--- config.mk ---
export PLATFORM = sky130hd
export DESIGN_NAME = pin_edge_irq
export DESIGN_NICKNAME = d
export VERILOG_FILES = /design/src/rtl/pin_edge_irq.sv
export SDC_FILE = /design/constraint.sdc
export NUM_CORES = 1
export LEC_CHECK = 0
export BUFFER_PORTS_ARGS = -buffer_cell sky130_fd_sc_hd__buf_2
export CORE_MARGIN = 2
export CORE_UTILIZATION = 45
export CTS_CLUSTER_SIZE = 30
export DETAILED_ROUTE_END_ITERATION = 7
export HOLD_SLACK_MARGIN = 0.1
export MAX_ROUTING_LAYER = met4
export PLACE_DENSITY = 0.75
export SLEW_MARGIN = 20
export SYNTH_ARGS = -nofsm -noshare
export SYNTH_HDL_FRONTEND = slang
export SYNTH_SLANG_ARGS = --single-unit
--- constraint.sdc ---
create_clock -name clk -period 0.8 [get_ports clk]
set_input_delay 0 -clock clk [delete_from_list [all_inputs] [get_ports clk]]
set_output_delay 0 -clock clk [all_outputs]
set_load 0.02 [all_outputs]
--- src/rtl/pin_edge_irq.sv ---
module pin_edge_irq #(
  parameter int NCH = 6,
  parameter int DW = 8,
  parameter int AW = 16,
  parameter logic [AW-1:0] RISE_ADDR = 16'hFF48,
  parameter logic [AW-1:0] FALL_ADDR = 16'hFF49,
  localparam int IW = $clog2(DW)
) (
  input  logic           clk,
  input  logic           rst_n,
  input  logic [NCH-1:0] pins_i,
  input  logic [AW-1:0]  bus_addr,
  input  logic           byte_we,
  input  logic [DW-1:0]  wdata,
  input  logic           bit_we,
  input  logic [IW-1:0]  bit_idx,
  input  logic           bit_set,
  output logic [DW-1:0]  rd_data,
  output logic [NCH-1:0] irq_o
);

  logic [NCH-1:0] rise_q, fall_q;
  logic [NCH-1:0] s1, s2, prev, irq_q;
  logic [DW-1:0]  bmask;
  logic           sel_r, sel_f;

  assign sel_r = (bus_addr == RISE_ADDR);
  assign sel_f = (bus_addr == FALL_ADDR);
  assign bmask = DW'(1) << bit_idx;

  function automatic logic [NCH-1:0] upd(input logic [NCH-1:0] cur);
    if (byte_we)
      return wdata[NCH-1:0];
    else if (bit_set)
      return cur | bmask[NCH-1:0];
    else
      return cur & ~bmask[NCH-1:0];
  endfunction

  always_ff @(posedge clk or negedge rst_n) begin
    if (!rst_n) begin
      rise_q <= '0;
      fall_q <= '0;
    end else begin
      if (sel_r && (byte_we || bit_we)) rise_q <= upd(rise_q);
      if (sel_f && (byte_we || bit_we)) fall_q <= upd(fall_q);
    end
  end

  always_ff @(posedge clk or negedge rst_n) begin
    if (!rst_n) begin
      s1    <= '0;
      s2    <= '0;
      prev  <= '0;
      irq_q <= '0;
    end else begin
      s1    <= pins_i;
      s2    <= s1;
      prev  <= s2;
      irq_q <= (s2 & ~prev & rise_q) | (~s2 & prev & fall_q);
    end
  end

  assign rd_data = sel_r ? DW'(rise_q) : (sel_f ? DW'(fall_q) : '0);
  assign irq_o   = irq_q;

endmodule


==> flow_metrics.tcl, run 1 <==
set metrics [dict create \
    slew_viol_final 0 \
    root_buffer "clkbuf_4" \
    totalPowerFinal_mw 3.351 \
    p_seq_frac 0.564 \
    vias_per_cell 5.575 \
    cts_sinks 36 \
    arrival_ps 1180 \
    placed_area_um2 2101 \
    die_area_um2 4052 \
    synthTopCellsByArea "dfrtp_1, mux2_2, mux2i_1" \
    via_count 1561 \
    antenna_found_initial 0 \
    grt_overflow 0 \
    drv_cap 0 \
    post-route-period-util 1.474 \
    numPortBuffers 47 \
    netlist_area_um2 1602 \
    holdBufCountCts 9 \
    min_period_ps 1179 \
    p_leak_nw 1.176 \
    fin_skew_ps 4.642 \
    clk-insertion-delay-late_ps 340 \
    hold_path_class "in2reg" \
    io_pins 52 \
    placeableCoreArea_um2 3390 \
    hold_slack_ps 35.40 \
    nets 271 \
    syn_inst 142 \
    synth_edf_count 0 \
    violations "negative setup slack" \
    rsz0062_at_grt "yes" \
    drc 0 \
    place.gp.congestion 0.9156 \
    instances_no_fill 280 \
    die_y_um 63.66 \
    cp-end-kind "primary output" \
    async_reset_ff_frac 1.000 \
    grt_util_all_layers 0.2481 \
    first_pass_iters 4 \
    grt_max_degree 25 \
    drt_iter0_drc 46 \
    synthTopCellsByCount "dfrtp_1, nand2_1, nor2_1" \
    dp_hpwl_mm 2.955 \
    netlist.area_leader.share 0.5625 \
    grt_pass1_wl_mm 7.396 \
    critical_path_class "reg2out" \
    p_comb_frac 0.126 \
    final_area_um2 2629 \
    ir_drop_uv 1001 \
    grt_pass1_vias 1629 \
    clkTransAtPathRegs_ps 110 \
    antenna-diode-count 0 \
    clkPwrFrac 0.309 \
    cts_max_level 2 \
    syn_area_per_cell_um2 11.28 \
    setup_tns_ps -5093 \
    fmax_mhz 848.2 \
    clk_path_buf_depth 2 \
    start_kind "register" \
    dp.cells 250 \
    row_count 21 \
    switching_share 0.2554 \
    yosysWarnings 0 \
    setup_viol 26 \
    internal_power_mw 2.495 \
    routedWlPerCell_um 17.71 \
    start_util 0.4725 \
    die_w_um 63.66 \
    yosysTopAreaCell "dfrtp_1" \
    hold_viol 0 \
    ys_ff_latch 36 \
    critPathRequiredTime_ps 800 \
    p_sw_mw 0.8559 \
    drt-total-wl_mm 4.958 \
    drive_gt1_frac 0.5556 \
    worst_slack_ps -378.9 \
    antenna_left 0 \
    yosys.cell_types.count 31 \
    powerDensity_nw_per_um2 1275 \
    cts_tree "built" \
    cp_max_fo 2 \
    areaGrowthSynthToFinish_pct 64.14 \
    yosysMostFrequentCell "dfrtp_1" \
    synth_seq_area_share 0.5625 \
    yosys_most_used_dff "dfrtp_1" \
    cts_buffers 5 \
    status "finished with violations" \
]
## logic make-up (layout without fill, tap and decap cells)
family / after synthesis / count (layout) / synth area share
other: 1 / 2 / 0.002342
multiplexers: 14 / 14 / 0.09375
AO/OA/AOI/OAI: 27 / 27 / 0.1078
flip-flops: 36 / 36 / 0.5625
buffers and inverters: 10 / 101 / 0.03202
AND/OR/NAND/NOR: 54 / 54 / 0.2016
## layer usage
layer | share of wire | GRT usage | up-vias
met4 | 0.044 | 0.1277 | 0
met2 | 0.54 | 0.4382 | 60
met1 | 0.38 | 0.2562 | 783
met5 | 0 | - | -
li1 | - | - | 697
met3 | 0.043 | 0.05714 | 21
## layout by cell type, fill, tap and decap left out, types with 2 or more instances in the layout
| cell | instances |
|---|---|
| dfrtp_1 | 36 |
| buf_2 | 33 |
| buf_6 | 29 |
| buf_4 | 20 |
| nand2_1 | 11 |
| o21ai_1 | 9 |
| dlygate4sd3_1 | 9 |
| nor2_4 | 7 |
| mux2_4 | 7 |
| nand3b_1 | 6 |
| mux2i_2 | 5 |
| o211ai_1 | 5 |
| clkbuf_4 | 5 |
| nor2_2 | 3 |
| nand4_1 | 3 |
| nor3b_1 | 3 |
| o31ai_1 | 3 |
| and4_1 | 2 |
| nand2b_1 | 2 |
| o41ai_1 | 2 |
| nor3_4 | 2 |
| o2111ai_2 | 2 |
| nor2_1 | 2 |
| and3b_1 | 2 |
| o21ai_2 | 2 |
| conb_1 | 2 |
## power groups by stage
stage	sequential (mW)	clock, mW	combinational (mW)
2_1_floorplan	1.92	0	0.139
3_3_place_gp	1.92	0	0.320
3_5_place_dp	1.93	0	0.335
4_1_cts	1.89	1.04	0.384
5_1_grt	1.90	1.14	0.456
6_report	1.89	1.04	0.423
## path summary, 6_finish.rpt
kind                       cells past startpoint       startpoint  slack [ps]                 to
hold / removal                                 4         wdata[5]          40           register
setup / recovery                               3         register        -380         rd_data[2]
setup reg to reg                               3         register        -210           register
hold reg to reg                                0  s1[3]$_DFF_PN0_         360    s2[3]$_DFF_PN0_
min in group asynchronous                      2            rst_n          70  prev[2]$_DFF_PN0_
max in group asynchronous                      3            rst_n         280    s1[0]$_DFF_PN0_
## metrics by stage
stage                 util  setup slack [ps]
floorplan                -            -353.4
detailed placement  0.6198            -634.0
CTS                 0.7327            -361.1
global placement    0.6198            -512.7
finish              0.7756            -378.9
global route        0.7756            -422.2
## what timing repair did
item | in CTS | in global routing
hold endpoints to repair | 54 | 17
gates resized for setup | 53 | 31
buffers inserted | 12 | 5
pin swaps | 10 | 4
endpoints found under the setup margin | 25 | 30
cloned | 0 | 0
## layout make-up
cell class | instances | area, um^2
repair buffers | 92 | 752.0
clock inverters | 1 | 7.507
well taps | 46 | 57.56
multi-input cells | 97 | 852.1
clock buffers | 7 | 55.05
flip-flops and latches | 36 | 900.9
inverters | 1 | 3.754
fillers | 201 | 760.7
## worst max-delay path, stage by stage, from the launching register on
cell,delay [ps]
dfrtp_1,420
mux2i_2,240
nor2_4,50
buf_6,130
Power figures use the tool's default switching activity.
==> run 2, diff against run 1 <==
CELL_PAD_IN_SITES_DETAIL_PLACEMENT = 1   (was not set)
CELL_PAD_IN_SITES_GLOBAL_PLACEMENT = 1   (was not set)
CORE_UTILIZATION = 34   (was 45)
PLACE_DENSITY = not set   (was 0.75)
PLACE_DENSITY_LB_ADDON = 0.1   (was not set)
==> run 2 against run 1 <==
  * The flow still finishes with violations (negative setup slack)
  * Power is 17% higher
  * Sequential cell count stayed put
  * Setup slack better by 68 ps
  * Highest routed layer unchanged
  * Critical endpoint is now rd_data[4]
  * Die area is 30% higher
  * Maximum frequency is 6.1% higher
==> flow_metrics.tcl, run 2 (synthesis results as in run 1) <==
set metrics [dict create \
    status "finished with violations" \
    violations "negative setup slack" \
    dp_hpwl_mm 3.270 \
    die_y_um 72.63 \
    critPathRequiredTime_ps 800 \
    fin_skew_ps 2.512 \
    totalPowerFinal_mw 3.911 \
    start_kind "register" \
    clk-insertion-delay-late_ps 290 \
    critical_path_class "reg2out" \
    reg2reg_depth 2 \
    drv_cap 0 \
    slew_viol_final 0 \
    cpMaxStageDelayCell "dfrtp_1" \
    cts_buffers 5 \
    fmax_mhz 899.9 \
    layout_common_cells "dfrtp_1, buf_2, buf_6, buf_4, nor2_4" \
    cts_tree "built" \
    row_count 24 \
    via_count 1555 \
    antenna_found_initial 0 \
    vias_per_cell 5.183 \
    worstSetupPathDepth 3 \
    clk_path_buf_depth 2 \
    drc 0 \
    critPathMaxStageDelay_ps 430 \
    rrSetupSlack_ps -140 \
    holdBufCountCts 8 \
    hold_slack_ps 79.84 \
    start_util 0.3604 \
    fillers 464 \
    setup_viol 24 \
    drt-total-wl_mm 5.307 \
    clkTransAtPathRegs_ps 70 \
    areaGrowthSynthToFinish_pct 76.72 \
    arrival_ps 1110 \
    routedWlPerCell_um 17.69 \
    die_area_um2 5275 \
    powerDensity_nw_per_um2 1382 \
    worstMarginPinSlew_ps 490.9 \
    post-route-period-util 1.389 \
    nets 285 \
    grt_overflow 0 \
    hold_viol 0 \
    antenna_left 0 \
    die_w_um 72.63 \
    p_leak_nw 1.278 \
    cp_max_fo 2 \
    rsz0062_at_grt "yes" \
    ir_drop_uv 1107 \
    numPortBuffers 47 \
    cts_max_level 2 \
    cp-end-kind "primary output" \
    setup_tns_ps -4652 \
    worst_slack_ps -311.2 \
    placeableCoreArea_um2 4444 \
    final_core_util 0.6368 \
    antenna-diode-count 0 \
    crit_chain "mux2i_2 > nor2_4 > buf_6" \
    worst_hold_path.num_cells 3 \
    hold_path_class "in2reg" \
    layout_commonest_cell "dfrtp_1" \
    grt_util_all_layers 0.2185 \
    cp_num_buf_inv 1 \
    relSlewSlack 0.6684 \
    drt_iter0_drc 44 \
    place.gp.congestion 0.8406 \
    root_buffer "clkbuf_8" \
    min_period_ps 1111 \
    first_pass_iters 4 \
    grt_pass1_vias 1694 \
    cts_sinks 36 \
    grt_max_degree 28 \
    io_pins 52 \
    grt_pass1_wl_mm 8.424 \
    crit_family "flip-flops" \
    drive_gt1_frac 0.6169 \
]
[run 2: cell count changes in the layout (fill, tap and decap cells not counted), sizes merged]
cell / previous run / this run
clkbuf: 7 / 5
dlygate4sd3: 9 / 8
clkinv: 0 / 1
bufinv: 0 / 1
buf: 83 / 98
[run 2: worst paths after layout]
path / to / startpoint
max reg2reg: register / register
max in group asynchronous: irq_o[4]$_DFF_PN0_ / rst_n
max: rd_data[4] / register
min: register / wdata[2]
min reg2reg: s2[2]$_DFF_PN0_ / s1[2]$_DFF_PN0_
min in group asynchronous: s2[2]$_DFF_PN0_ / rst_n
[run 2: timing repair]
action                                  in CTS  in global routing
endpoints found under the setup margin      25                 29
setup buffers                               18                 12
gates resized for setup                     69                 28
endpoints found under the hold margin       51                  1
pin swaps                                    8                 10
[run 2: layer usage]
| metal | routed length, um | track usage | part of all wire | vias up |
|---|---|---|---|---|
| li1 | - | - | - | 715 |
| met5 | 0 | - | 0 | - |
| met1 | 2238 | 0.2683 | 0.42 | 793 |
| met3 | 183 | 0.04972 | 0.034 | 2 |
| met4 | 7 | 0.04115 | 0.0013 | 0 |
| met2 | 2877 | 0.3727 | 0.54 | 45 |
[run 2: cell type report]
cell class | count | area (um^2) | share of cell area
Clock buffer | 5 | 68.82 | 0.02431
Clock inverter | 3 | 42.54 | 0.01503
Inverter | 1 | 3.754 | 0.001326
Multi-Input combinational cell | 97 | 870.8 | 0.3077
Sequential cell | 36 | 900.9 | 0.3183
Tap cell | 52 | 65.06 | 0.02299
Timing Repair Buffer | 106 | 878.3 | 0.3103
[run 2: power by group]
group	internal, mW	switching, mW	total [mW]
clock	0.921	0.656	1.58
combinational	0.214	0.227	0.441
sequential	1.87	0.0270	1.89
[run 2: metrics by stage]
step / setup slack, ps / cell area, um^2 / instances
2_1_floorplan: -353.4 / 1683 / 143
3_3_place_gp: -577.5 / 2146 / 261
3_5_place_dp: -682.2 / 2146 / 261
4_1_cts: -324.1 / 2710 / 295
5_1_grt: -348.0 / 2830 / 300
6_report: -311.2 / 2830 / 300
[run 2: worst reg2reg max path, cell delays in order, from the launching register on]
cell and delay, ps:
dfrtp_1 430, buf_6 140, mux2_4 260
